<file path="config.mk">
export PLATFORM = sky130hd
export DESIGN_NAME = mac_periph
export DESIGN_NICKNAME = d
export VERILOG_FILES = /design/src/rtl/mac_periph.sv
export SDC_FILE = /design/constraint.sdc
export NUM_CORES = 1
export LEC_CHECK = 0
export ABC_AREA = 0
export BUFFER_PORTS_ARGS = -buffer_cell sky130_fd_sc_hd__buf_2
export CORE_ASPECT_RATIO = 0.5
export CORE_MARGIN = 2
export CORE_UTILIZATION = 35
export CTS_BUF_LIST = sky130_fd_sc_hd__clkbuf_4 sky130_fd_sc_hd__clkbuf_8
export CTS_CLUSTER_DIAMETER = 200
export DETAILED_ROUTE_END_ITERATION = 10
export GPL_ROUTABILITY_DRIVEN = 0
export GPL_TIMING_DRIVEN = 1
export REMOVE_ABC_BUFFERS = 1
export SLEW_MARGIN = 20
export SYNTH_ARGS = -nofsm -noshare
export SYNTH_HDL_FRONTEND = slang
export SYNTH_SLANG_ARGS = --single-unit
</file>
<file path="constraint.sdc">
create_clock -name clk -period 33.9 [get_ports clk]
set_input_delay 6.78 -clock clk [delete_from_list [all_inputs] [get_ports clk]]
set_output_delay 6.78 -clock clk [all_outputs]
set_load 0.01 [all_outputs]
</file>
<file path="src/rtl/mac_periph.sv">
module mac_periph #(
  parameter int OPW = 16,
  parameter int AW  = 5
) (
  input  logic           clk,
  input  logic           rst_n,
  input  logic [AW-1:0]  bus_addr,
  input  logic           bus_we,
  input  logic [OPW-1:0] bus_wdata,
  output logic [OPW-1:0] bus_rdata
);
  localparam int PW  = 2 * OPW;
  localparam int ACW = 3 * OPW;
  localparam logic [AW-1:0] R_CTL = AW'(0);
  localparam logic [AW-1:0] R_OPA = AW'(1);
  localparam logic [AW-1:0] R_OPB = AW'(2);
  localparam logic [AW-1:0] R_ACH = AW'(3);
  localparam logic [AW-1:0] R_ACM = AW'(4);
  localparam logic [AW-1:0] R_ACL = AW'(5);
  localparam logic [AW-1:0] R_RSH = AW'(8);
  localparam logic [AW-1:0] R_RSL = AW'(9);

  logic [2:0]     mode;
  logic           sgn, one_op, sq, ovf;
  logic [OPW-1:0] opa, opb;
  logic           have_a, have_b;
  logic [ACW-1:0] acc, pacc;
  logic           pacc_v;
  logic [PW-1:0]  res, pres;
  logic           pres_v;

  logic wr_ctl, wr_a, wr_b, wr_acc, trig, delayed, use_sub, ov;
  assign wr_ctl = bus_we && bus_addr == R_CTL;
  assign wr_a   = bus_we && bus_addr == R_OPA;
  assign wr_b   = bus_we && bus_addr == R_OPB;
  assign wr_acc = bus_we && (bus_addr == R_ACH || bus_addr == R_ACM || bus_addr == R_ACL);

  logic [OPW-1:0] a_n, b_n;
  assign a_n = wr_a ? bus_wdata : opa;
  assign b_n = sq ? a_n : (wr_b ? bus_wdata : opb);

  assign trig = sq ? wr_a :
                one_op ? wr_b :
                ((wr_a && have_b) || (wr_b && have_a));
  assign delayed = !mode[2] && mode[0];
  assign use_sub = mode[1] && (mode[0] || sgn);

  logic [PW-1:0]  xa, xb, prod;
  logic [ACW-1:0] p_ext, term, acc_eff, new_val;
  logic [ACW:0]   ae, pe, full;
  logic [PW-1:0]  dres;
  assign xa      = {{OPW{sgn & a_n[OPW-1]}}, a_n};
  assign xb      = {{OPW{sgn & b_n[OPW-1]}}, b_n};
  assign prod    = xa * xb;
  assign p_ext   = {{OPW{sgn & prod[PW-1]}}, prod};
  assign term    = use_sub ? -p_ext : p_ext;
  assign acc_eff = pacc_v ? pacc : acc;
  assign ae      = {sgn & acc_eff[ACW-1], acc_eff};
  assign pe      = {sgn & p_ext[ACW-1], p_ext};
  assign full    = mode[1] ? ae - pe : ae + pe;
  assign ov      = sgn ? (full[ACW] ^ full[ACW-1]) : full[ACW];
  assign new_val = mode[0] ? full[ACW-1:0] : term;
  assign dres    = PW'(mode[1] ? new_val - p_ext : new_val + p_ext);

  always_ff @(posedge clk or negedge rst_n) begin
    if (!rst_n) begin
      mode <= '0; sgn <= 1'b0; one_op <= 1'b0; sq <= 1'b0; ovf <= 1'b0;
      opa <= '0; opb <= '0; have_a <= 1'b0; have_b <= 1'b0;
      acc <= '0; pacc <= '0; pacc_v <= 1'b0;
      res <= '0; pres <= '0; pres_v <= 1'b0;
    end else begin
      pacc_v <= 1'b0;
      pres_v <= 1'b0;
      if (pacc_v) acc <= pacc;
      if (pres_v) res <= pres;
      if (wr_a) opa <= bus_wdata;
      if (wr_b) opb <= bus_wdata;
      if (trig) begin
        have_a <= 1'b0;
        have_b <= 1'b0;
        if (!mode[2]) begin
          pacc   <= new_val;
          pacc_v <= 1'b1;
        end
        if (delayed) begin
          pres   <= dres;
          pres_v <= 1'b1;
          ovf    <= ovf | ov;
        end else begin
          res <= new_val[PW-1:0];
        end
      end else begin
        if (wr_a) have_a <= 1'b1;
        if (wr_b) have_b <= 1'b1;
      end
      if (bus_we && bus_addr == R_ACH) acc[ACW-1:PW] <= bus_wdata;
      if (bus_we && bus_addr == R_ACM) acc[PW-1:OPW] <= bus_wdata;
      if (bus_we && bus_addr == R_ACL) acc[OPW-1:0]  <= bus_wdata;
      if (wr_ctl) begin
        mode   <= bus_wdata[2:0];
        sgn    <= bus_wdata[3];
        one_op <= bus_wdata[4];
        sq     <= bus_wdata[5];
        ovf    <= ovf & bus_wdata[8];
        if (bus_wdata[6]) begin
          opa <= '0; opb <= '0; have_a <= 1'b0; have_b <= 1'b0;
        end
        if (bus_wdata[7]) acc <= '0;
      end
    end
  end

  always_comb begin
    case (bus_addr)
      R_CTL:   bus_rdata = OPW'({ovf, 2'b00, sq, one_op, sgn, mode});
      R_OPA:   bus_rdata = opa;
      R_OPB:   bus_rdata = opb;
      R_ACH:   bus_rdata = acc[ACW-1:PW];
      R_ACM:   bus_rdata = acc[PW-1:OPW];
      R_ACL:   bus_rdata = acc[OPW-1:0];
      R_RSH:   bus_rdata = res[PW-1:OPW];
      R_RSL:   bus_rdata = res[OPW-1:0];
      default: bus_rdata = '0;
    endcase
  end

  assert_ovf_sticky_R8: assert property (@(posedge clk) disable iff (!rst_n)
    (ovf && !wr_ctl) |=> ovf);
  assert_ovf_source_R8: assert property (@(posedge clk) disable iff (!rst_n)
    (!ovf && !(trig && delayed)) |=> !ovf);
  assert_acc_hold_R7: assert property (@(posedge clk) disable iff (!rst_n)
    (!pacc_v && !wr_acc && !wr_ctl) |=> $stable(acc));
  assert_res_hold_R10: assert property (@(posedge clk) disable iff (!rst_n)
    (!trig && !pres_v) |=> $stable(res));
  assert_opclear_R11: assert property (@(posedge clk) disable iff (!rst_n)
    (wr_ctl && bus_wdata[6]) |=> (opa == '0 && opb == '0 && !have_a && !have_b));
  assert_accclear_R11: assert property (@(posedge clk) disable iff (!rst_n)
    (wr_ctl && bus_wdata[7]) |=> (acc == '0 && !pacc_v));
endmodule

</file>
* Yosys cells after proc, flatten, opt, wreduce, memory -nomap -nowiden
Index checks and enable logic that the tools add are counted.
** Storage, ports and cells
- Bits in registers :: 203
- Input port bits :: 24
- Output and inout bits :: 16
- Word-level logic and storage cells :: 95
** Cells by class
- $add $sub $neg :: 5
- Multiply operators :: 1
- Equality and inequality tests :: 7
- Muxes and demuxes :: 39
- Bitwise operators :: 9
- Reductions and logical operators :: 19
** Operators with widths (number)
- two-way mux 48 bit :: 5
- two-way mux 16 bit :: 10
- two-way mux 32 bit :: 4
- case mux 16 bit (8 select lines) :: 1
- adder 49 bit :: 1
- two-way mux 49 bit :: 1
- subtractor 49 bit :: 1
- negator 48 bit :: 1
- adder 32 bit :: 1
- multiplier 17 x 17 -> 32 bit :: 1
- subtractor 32 bit :: 1
- two-way mux 1 bit :: 18
- == test 5 x 2 -> 1 bit (second input constant) :: 2
- == test 5 x 3 -> 1 bit (second input constant) :: 2
- == test 5 x 4 -> 1 bit (second input constant) :: 2
- logical AND 1 bit :: 10
- bitwise AND 1 bit :: 6
- AND reduction 2 bit :: 3
- == test 5 x 1 -> 1 bit (second input constant) :: 1
- logical NOT 5 bit :: 1
- nonzero test 2 bit :: 2
- logical OR 1 bit :: 2
- logical NOT 1 bit :: 1
- inverter 1 bit :: 1
- other kinds (2) :: 2

* Longest topological paths before layout
Gate-level depths: netlist (run 1).
- Word-level depth :: 16
- Mapped depth :: 53

* Worst setup path before layout (run 1)
No wires, ideal clock.
- Path type :: input to register
- From :: in bus_addr[0]
- To :: reg pres[31]
- Arrival time :: 18.456 ns
- Slack :: 15.311 ns
- Stages :: 49
- Buffers on the path :: 6
- Cells stage by stage :: buf_2 nor4b_2 nand2_1 clkbuf_1 clkbuf_1 buf_1 mux2_2 clkbuf_1 nand2_1 fa_1 fa_1 fa_1 fa_1 inv_1 fa_1 inv_1 fa_1 inv_1 [... 13 more ...] a21o_1 a21o_1 a21oi_1 nand3_1 o21ai_0 a21boi_0 a221oi_4 o21ai_0 a211oi_1 o31a_1 inv_1 ha_1 a21o_1 a21oi_1 inv_1 a221oi_1 xnor2_1 o21ai_0
** On the way
- Cells in the longest elaborated chain, start to end :: 11
- Elaborated cells on any way between the ends :: 25
- Those cells by class :: add/sub: 5; mul: 1; eq/ne: 2; mux: 9; bitwise: 2; reduce/logical: 6
** RTL lines
- start, declared :: line 7 : input logic [AW-1:0] bus_addr,
- == test 5 x 2 -> 1 bit or == test 5 x 1 -> 1 bit (tied branches) :: line 35, 34
- logical AND 1 bit, on equally long branches :: line 35, 34
- two-way mux 16 bit, on equally long branches :: line 40, 39
- two-way mux 16 bit :: line 40 : assign b_n = sq ? a_n : (wr_b ? bus_wdata : opb);
- bitwise AND 1 bit :: line 53 : assign xb = {{OPW{sgn & b_n[OPW-1]}}, b_n};
- multiplier 17 x 17 -> 32 bit * :: line 54 : assign prod = xa * xb;
- adder 49 bit, or another cell as far along :: line 60 : assign full = mode[1] ? ae - pe : ae + pe;
- two-way mux 49 bit or two-way mux 48 bit (tied branches) :: line 60, 56
- two-way mux 48 bit * :: line 62 : assign new_val = mode[0] ? full[ACW-1:0] : term;
- named net new_val[28] :: line 49 : logic [ACW-1:0] p_ext, term, acc_eff, new_val;
- adder 32 bit or subtractor 32 bit (tied branches) :: line 63 : assign dres = PW'(mode[1] ? new_val - p_ext : new_val + p_ext);
- two-way mux 32 bit * :: line 63
- end signal, assigned :: line 86 : pres <= dres;
- end, declared :: line 29 : logic [PW-1:0] res, pres;
Mark *: on every way through the listed nets, which the timed path passes. The rest lies on a longest branch.
A chain may end at the register's enable or synchronous reset.

* Final worst setup path (run 1)
- From :: in bus_addr[1]
- To :: reg ovf
** On the way
- Cells in the longest elaborated chain, start to end :: 16
- Elaborated cells on any way between the ends :: 31
- Those cells by class :: add/sub: 2; mul: 1; eq/ne: 2; mux: 10; bitwise: 6; reduce/logical: 10
** RTL lines
- == test 5 x 2 -> 1 bit or == test 5 x 1 -> 1 bit (tied branches) :: line 35, 34
- logical AND 1 bit, on equally long branches :: line 35, 34
- two-way mux 16 bit, on equally long branches :: line 40, 39
- two-way mux 16 bit :: line 40
- bitwise AND 1 bit :: line 53
- multiplier 17 x 17 -> 32 bit :: line 54
- bitwise AND 1 bit :: line 55 : assign p_ext = {{OPW{sgn & prod[PW-1]}}, prod};
- bitwise AND 1 bit :: line 59 : assign pe = {sgn & p_ext[ACW-1], p_ext};
- adder 49 bit or subtractor 49 bit (tied branches) :: line 60
- two-way mux 49 bit :: line 60
- bitwise XOR 1 bit :: line 61 : assign ov = sgn ? (full[ACW] ^ full[ACW-1]) : full[ACW];
- two-way mux 1 bit :: line 61
- OR 1 bit :: line 88 : ovf <= ovf | ov;
- two-way mux 1 bit :: line 85 : if (delayed) begin
- two-way mux 1 bit :: line 78 : if (trig) begin
- two-way mux 1 bit :: line 99 : if (wr_ctl) begin
- end signal, assigned :: line 88
- end signal, assigned :: line 104 : ovf <= ovf & bus_wdata[8];
- end, declared :: line 24 : logic sgn, one_op, sq, ovf;
Several ways; a longest one is shown, not always the timed one. The select of a mux whose other input is x is not followed.

==> results of run 1 <==
[state kept, by name, indices dropped and copies added (netlist names), 3 cells and up]
name  cells
acc      48
pacc     48
pres     32
res      32
opa      16
opb      16
mode      3
[worst max-delay path, delay by kind of cell]
kind / cells / cell delay (ns)
AOI/OAI and AO/OA: 14 / 4.02
xor gates and xnor gates: 3 / 0.98
adders and majority gates: 8 / 3.93
buffers and inverters: 8 / 1.45
muxes: 1 / 0.21
and+or+nand+nor: 11 / 3.43
[logic make-up after synthesis]
group	count (synthesis)	share of synthesized area, %
muxes	200	7.994
adders and majority gates	443	28.91
buffers and inverters	536	7.641
xor gates and xnor gates	151	5.053
AOI/OAI and AO/OA	624	15.28
and+or+nand+nor	932	15.98
DFF	203	19.14
[placed cells by master, fill, tap and decap left out, types with 42 or more instances in the layout]
| master | instances |
|---|---|
| buf_4 | 51 |
| dfrtp_1 | 199 |
| nor2_1 | 329 |
| nor2b_1 | 44 |
| nor3_1 | 45 |
| mux2i_1 | 104 |
| o21ai_0 | 148 |
| a211oi_1 | 42 |
| fa_1 | 284 |
| xnor2_1 | 99 |
| mux2_2 | 92 |
| a21o_1 | 45 |
| xor2_1 | 51 |
| inv_1 | 397 |
| a21oi_1 | 191 |
| clkbuf_8 | 52 |
| nand2_1 | 311 |
| ha_1 | 158 |
[metrics by stage]
stage | hold WS (ns) | setup slack [ns] | utilization, % | cell area [µm²] | instances
after global placement | 0.4525 | 13.24 | 37.17 | 27940 | 4065
after global routing | 0.4953 | 12.56 | 38.36 | 28830 | 4137
after floorplan | 0.4402 | 13.21 | - | 26020 | 2953
after CTS | 0.4801 | 13.73 | 38.35 | 28820 | 4137
after detailed placement | 0.4607 | 13.12 | 37.18 | 27940 | 4065
final | 0.4825 | 13.54 | 38.36 | 28830 | 4139
[cell type report]
| cell class | instances | area (µm²) | area share (%) |
|---|---|---|---|
| inverter | 400 | 1501 | 5.207 |
| tap | 1022 | 1279 | 4.435 |
| clock buffer | 64 | 805.8 | 2.795 |
| antenna | 2 | 5.005 | 0.01736 |
| clock inverter | 8 | 78.83 | 0.2734 |
| timing repair buffer | 90 | 588.1 | 2.040 |
| multi-input combinational | 2350 | 19490 | 67.60 |
| sequential | 203 | 5085 | 17.64 |
[worst max path at each step]
stage,startpoint,to,slack (ns),cells after the start
after floorplan,bus_addr[2],pres[31]$_DFFE_PN0P_,13.21,43
after global placement,bus_addr[1],pres[31]$_DFFE_PN0P_,13.24,46
after detailed placement,bus_addr[0],pres[31]$_DFFE_PN0P_,13.12,47
after CTS,bus_addr[0],pres[31]$_DFFE_PN0P_,13.73,47
after global routing,bus_addr[1],pres[31]$_DFFE_PN0P_,12.56,47
final,bus_addr[1],ovf$_DFFE_PN0P_,13.54,45
[cell usage after synthesis (45+ instances only)]
cell	count
o21ai_0	149
nor3_1	45
ha_1	158
nor2_1	330
dfrtp_1	203
inv_1	397
a21oi_1	192
xnor2_1	99
xor2_1	51
mux2_2	92
mux2i_1	106
clkbuf_1	119
a21o_1	45
fa_1	284
nand2_1	312
[layer usage]
layer	GRT usage, %	up-vias
li1	-	10320
met1	31.63	11180
met2	34.46	996
met3	4.440	158
met4	8.557	2
met5	0	-
==> reports/metrics.csv, run 1 <==
stage,metric,value,unit
yosys,synth-edff-count,0,
yosys,synth_top_cell_by_area,fa_1,
setup_path,r2r_end,pres[31]$_DFFE_PN0P_,
floorplanning,die-area,0.07819,mm²
clock_network,clock-sinks,203,
route,first_iter_violations,2080,
placement,dp_hpwl,68050,µm
floorplanning,num_io_pins,40,
setup_path,required,34.39,ns
floorplanning,die_h,198.7,µm
timing,min_period_over_period,60.06,%
setup_path,reg2reg_slack,20.36,ns
floorplanning,start_util,35.32,%
route,dr_wl_met2,38150,µm
clock_network,htreeDepth,2,
global_routing,grt_max_degree,75,
floorplanning,fp.dieW,393.5,µm
timing,setup_viol,0,
timing,timing.slew.headroom,22.57,%
cells_and_area,fillers,7685,
clock_network,cts_resized,0,
timing,fin_tns_setup,0,ns
clock_network,cts-root-buf,clkbuf_8,
route,wl_met3,7648,µm
global_routing,grt_pass1_wl,135900,µm
cells_and_area,final_nets,3552,
global_routing,track_usage,22.58,%
timing,fmax,49.12,MHz
route,postRouteAntennaNets,0,
setup_path,r2r_cells,44,
timing,tightest_slew,1.129,ns
min_path,hold_path.startpoint,pacc[45]$_DFFE_PN0P_,
timing,hold_violations,0,
route,met1_length,39150,µm
setup_path,arrival,20.85,ns
clock_network,postCtsHoldBufs,0,
yosys,yosysWarnings,0,
cells_and_area,drive_gt1_share,9.856,%
floorplanning,core,0.07515,mm²
setup_path,crit_slowest_cell,and2_1,
yosys,synth_top_flop_cell,dfrtp_1,
floorplanning,rows,71,
min_path,hp-class,flip-flop to flip-flop,
yosys,seq_area_frac_synth,19.14,%
route,top_layer,met5,
yosys,ys_seq_elements,203,
yosys,ys_top_cells_by_area,"fa_1, dfrtp_1, ha_1",
global_routing,antenna_found_initial,3,
flow_run,cap_violations,0,
setup_path,crit_type,input port to flip-flop,
timing,slew_violations,0,
timing,fin_skew,0.02561,ns
min_path,min_to,pacc[45]$_DFFE_PN0P_,
timing,grt_setup_unrepaired,false,
setup_path,worstSetupEndpointType,flip-flop,
yosys,ys_types,96,
clock_network,clkTransAtPathRegs,0.06,ns
setup_path,max_stage_delay,0.80,ns
yosys,synthCells,3089,
clock_network,worstSkewPairLatency,0.61,ns
outcome,outcome,"complete, no violations",
yosys,synth.top_cell.area_share,21.42,%
route,drc,0,
clock_network,postCtsSetupBuffers,0,
yosys,synth_area_per_cell,8.593,µm²
route,viasPerCell,5.474,
yosys,ys_async_sr_fraction,100.0,%
clock_network,cts_buffers,41,
clock_network,cts_buffer_depth,3,
timing,fin_crit,20.36,ns
clock_network,cts_tree,done,
min_path,hold_path_depth,2,
setup_path,crit_fanout,30,
placement,numPortBuffers,39,
cells_and_area,syn_to_final_growth,8.621,%
global_routing,grt_pass1_vias,22310,
route,routed_wl,87990,µm
global_routing,grt_overflow,0,
setup_path,cp-start-kind,input port,
setup_path,r2r_start,sq$_DFFE_PN0P_,
route,num_vias,22660,
route,wl_per_cell,21.26,µm
route,first_pass_iters,6,
yosys,synth.cell_area,0.02654,mm²
Power of run 1 is not shown: default switching activity piles up to over one toggle a cycle in this logic, so the estimate is an artifact.
==> inputs of run 2 (changes only) <==
--- a/config.mk
+++ b/config.mk
@@ -5,7 +5,7 @@
 export SDC_FILE = /design/constraint.sdc
 export NUM_CORES = 1
 export LEC_CHECK = 0
-export ABC_AREA = 0
+export ABC_AREA = 1
 export BUFFER_PORTS_ARGS = -buffer_cell sky130_fd_sc_hd__buf_2
 export CORE_ASPECT_RATIO = 0.5
 export CORE_MARGIN = 2
==> constraint.sdc (replaced) <==
create_clock -name clk -period 16.5 [get_ports clk]
set_input_delay 3.3 -clock clk [delete_from_list [all_inputs] [get_ports clk]]
set_output_delay 3.3 -clock clk [all_outputs]
set_load 0.01 [all_outputs]
==> run 2 against run 1 <==
Compared with the run above:
- global-route usage up 1.2 points
- non-clock buffer count down 5
- sequential share of layout area down 0.20 points
- utilization up 0.22 points
- routed wire length up 6.0%
- setup slack worse by 13 ns
- area after synthesis up 1.0%
- critical path depth up 15
- die area up 0.99%
- synthesized cell count up 21%
- critical path type unchanged
==> reports/metrics.csv, run 2 <==
stage,metric,value,unit
floorplanning,num_io_pins,40,
timing,min_period_over_period,94.24,%
floorplanning,die_h,199.7,µm
cells_and_area,postLayoutCoreUtil,38.58,%
clock_network,clkTransAtPathRegs,0.06,ns
clock_network,clock-sinks,203,
clock_network,cts_buffer_depth,3,
timing,hold_violations,0,
flow_run,cap_violations,0,
yosys,ys_types,64,
min_path,hold_path_depth,2,
yosys,synth.cell_area,0.02681,mm²
clock_network,htreeDepth,2,
clock_network,cts_tree,done,
setup_path,crit_type,input port to flip-flop,
timing,fmax,64.31,MHz
setup_path,r2r_start,sq$_DFFE_PN0P_,
clock_network,worstSkewPairLatency,0.65,ns
global_routing,grt_pass1_vias,24420,
floorplanning,rows,71,
global_routing,grt_pass1_wl,144500,µm
setup_path,max_stage_delay,0.84,ns
min_path,hp-class,flip-flop to flip-flop,
setup_path,arrival,16.07,ns
cells_and_area,design_area,0.02914,mm²
yosys,synth.most_common_cell,nand2_1,
min_path,hold_path.startpoint,pres[28]$_DFFE_PN0P_,
timing,setup_viol,0,
setup_path,worstSetupStartpoint,bus_addr[1],
timing,grt_setup_unrepaired,false,
global_routing,grt_overflow,0,
timing,fin_crit,15.55,ns
cells_and_area,drive_gt1_share,8.524,%
outcome,outcome,"complete, no violations",
yosys,synth_area_per_cell,7.192,µm²
setup_path,r2r_cells,55,
cells_and_area,final_cell_mix,"nand2_1, inv_1, nor2_1, fa_1, o21ai_0",
timing,fin_skew,0.04032,ns
route,first_pass_iters,6,
cells_and_area,fillers,7975,
setup_path,worstSetupEndpointType,flip-flop,
setup_path,crit_slowest_cell,o21ai_1,
timing,timing.slew.headroom,24.06,%
placement,dp_hpwl,73500,µm
yosys,synth.top_cell.area_share,21.21,%
yosys,ys_async_sr_fraction,100.0,%
timing,slew_violations,0,
setup_path,cp-start-kind,input port,
cells_and_area,multi_input_area,0.01858,mm²
cells_and_area,reg_top3,"acc: 48 flops, pacc: 48 flops",
route,num_vias,25050,
timing,tightest_slew,1.139,ns
yosys,seq_area_frac_synth,18.95,%
yosys,synth-edff-count,0,
floorplanning,fp.dieW,395.4,µm
clock_network,postCtsSetupBuffers,0,
placement,placed_area,0.02820,mm²
yosys,ys_top_cells_by_area,"fa_1, dfrtp_1, nand2_1",
yosys,synth_top_flop_cell,dfrtp_1,
global_routing,grt_max_degree,93,
placement,numPortBuffers,39,
clock_network,postCtsHoldBufs,0,
timing,holdWs,0.4817,ns
clock_network,cts_buffers,41,
cells_and_area,final_common_cell,nand2_1,
setup_path,required,17.02,ns
clock_network,cts-root-buf,clkbuf_8,
cells_and_area,seqCellArea,0.005081,mm²
global_routing,track_usage,23.81,%
yosys,synthTopCellsByCount,"nand2_1, inv_1, nor2_1",
setup_path,reg2reg_slack,4.28,ns
min_path,min_to,pres[28]$_DFFE_PN0P_,
setup_path,path_delay_family,simple AND/OR/NAND/NOR gates,
setup_path,crit_top_cell,nand2_1,
route,routed_wl,93260,µm
route,wl_per_cell,19.47,µm
setup_path,r2r_end,pres[29]$_DFFE_PN0P_,
floorplanning,die-area,0.07897,mm²
yosys,ys_seq_elements,203,
floorplanning,start_util,35.51,%
route,viasPerCell,5.231,
yosys,yosysWarnings,0,
cells_and_area,final_nets,4206,
clock_network,cts_resized,0,
setup_path,crit_fanout,33,
route,first_iter_violations,2713,
yosys,synthCells,3728,
route,drc,0,
setup_path,crit_buf_inv,7,
yosys,synth_top_cell_by_area,fa_1,
floorplanning,core,0.07551,mm²
global_routing,antenna_found_initial,0,
route,postRouteAntennaNets,0,
cells_and_area,syn_to_final_growth,8.671,%
## run 2: cell types whose count changed in the layout (fill, tap and decap cells not counted), sizes merged, moves of 36 or more
cell / previous run / this run
a21o: 46 / 5
inv: 397 / 710
mux2: 93 / 0
mux2i: 107 / 4
nand2: 312 / 956
nand3: 37 / 104
nand4: 9 / 45
nor2: 330 / 376
nor2b: 44 / 0
o21ai: 151 / 262
xnor2: 100 / 22
## run 2: metrics by stage
stage / cells / setup WS (ns) / setup TNS [ns]
after floorplan: 3612 / 2.730 / 0
after global placement: 4719 / 0.09642 / 0
after detailed placement: 4719 / -0.04472 / -0.09380
after CTS: 4788 / 0.5531 / 0
after global routing: 4788 / 0.09648 / 0
final: 4789 / 0.9502 / 0
## run 2: tightest hold or removal path, delay by kind of cell (launching register included)
| family | cells | cell delay, ns |
|---|---|---|
| DFF | 1 | 0.34 |
| and+or+nand+nor | 2 | 0.11 |
## run 2: cell families after synthesis
group | count (synthesis) | share of synthesized area (%)
compound gates | 623 | 13.45
buf+inv | 842 | 11.89
simple gates | 1542 | 24.61
flops | 203 | 18.95
fa+ha+maj | 442 | 28.58
xor+xnor | 72 | 2.380
mux | 4 | 0.1493
## run 2: cell type report
| class | count | share of cell area [%] |
|---|---|---|
| Inverter | 726 | 9.353 |
| Tap cell | 1022 | 4.389 |
| Timing Repair Buffer | 85 | 1.890 |
| Clock buffer | 57 | 2.628 |
| Multi-Input combinational cell | 2683 | 63.76 |
| Clock inverter | 12 | 0.5368 |
| Sequential cell | 203 | 17.44 |
| Antenna cell | 1 | 0.008589 |
## run 2: worst max path at each step
stage | endpoint | cells after the start
floorplan | pres[31]$_DFFE_PN0P_ | 57
global placement | pres[30]$_DFFE_PN0P_ | 59
detailed placement | pres[30]$_DFFE_PN0P_ | 60
CTS | pres[30]$_DFFE_PN0P_ | 60
global route | pres[31]$_DFFE_PN0P_ | 56
finish | pres[29]$_DFFE_PN0P_ | 60
## run 2: layer usage
layer / vias to the layer above / share of wire, % / global-route usage, %
met3: 207 / 8.3 / 3.302
met1: 12030 / 43 / 32.41
met4: 0 / 4.5 / 9.816
met5: - / 0 / 0
li1: 11700 / - / -
met2: 1116 / 44 / 38.31
Power of run 2 is left out for the same reason.
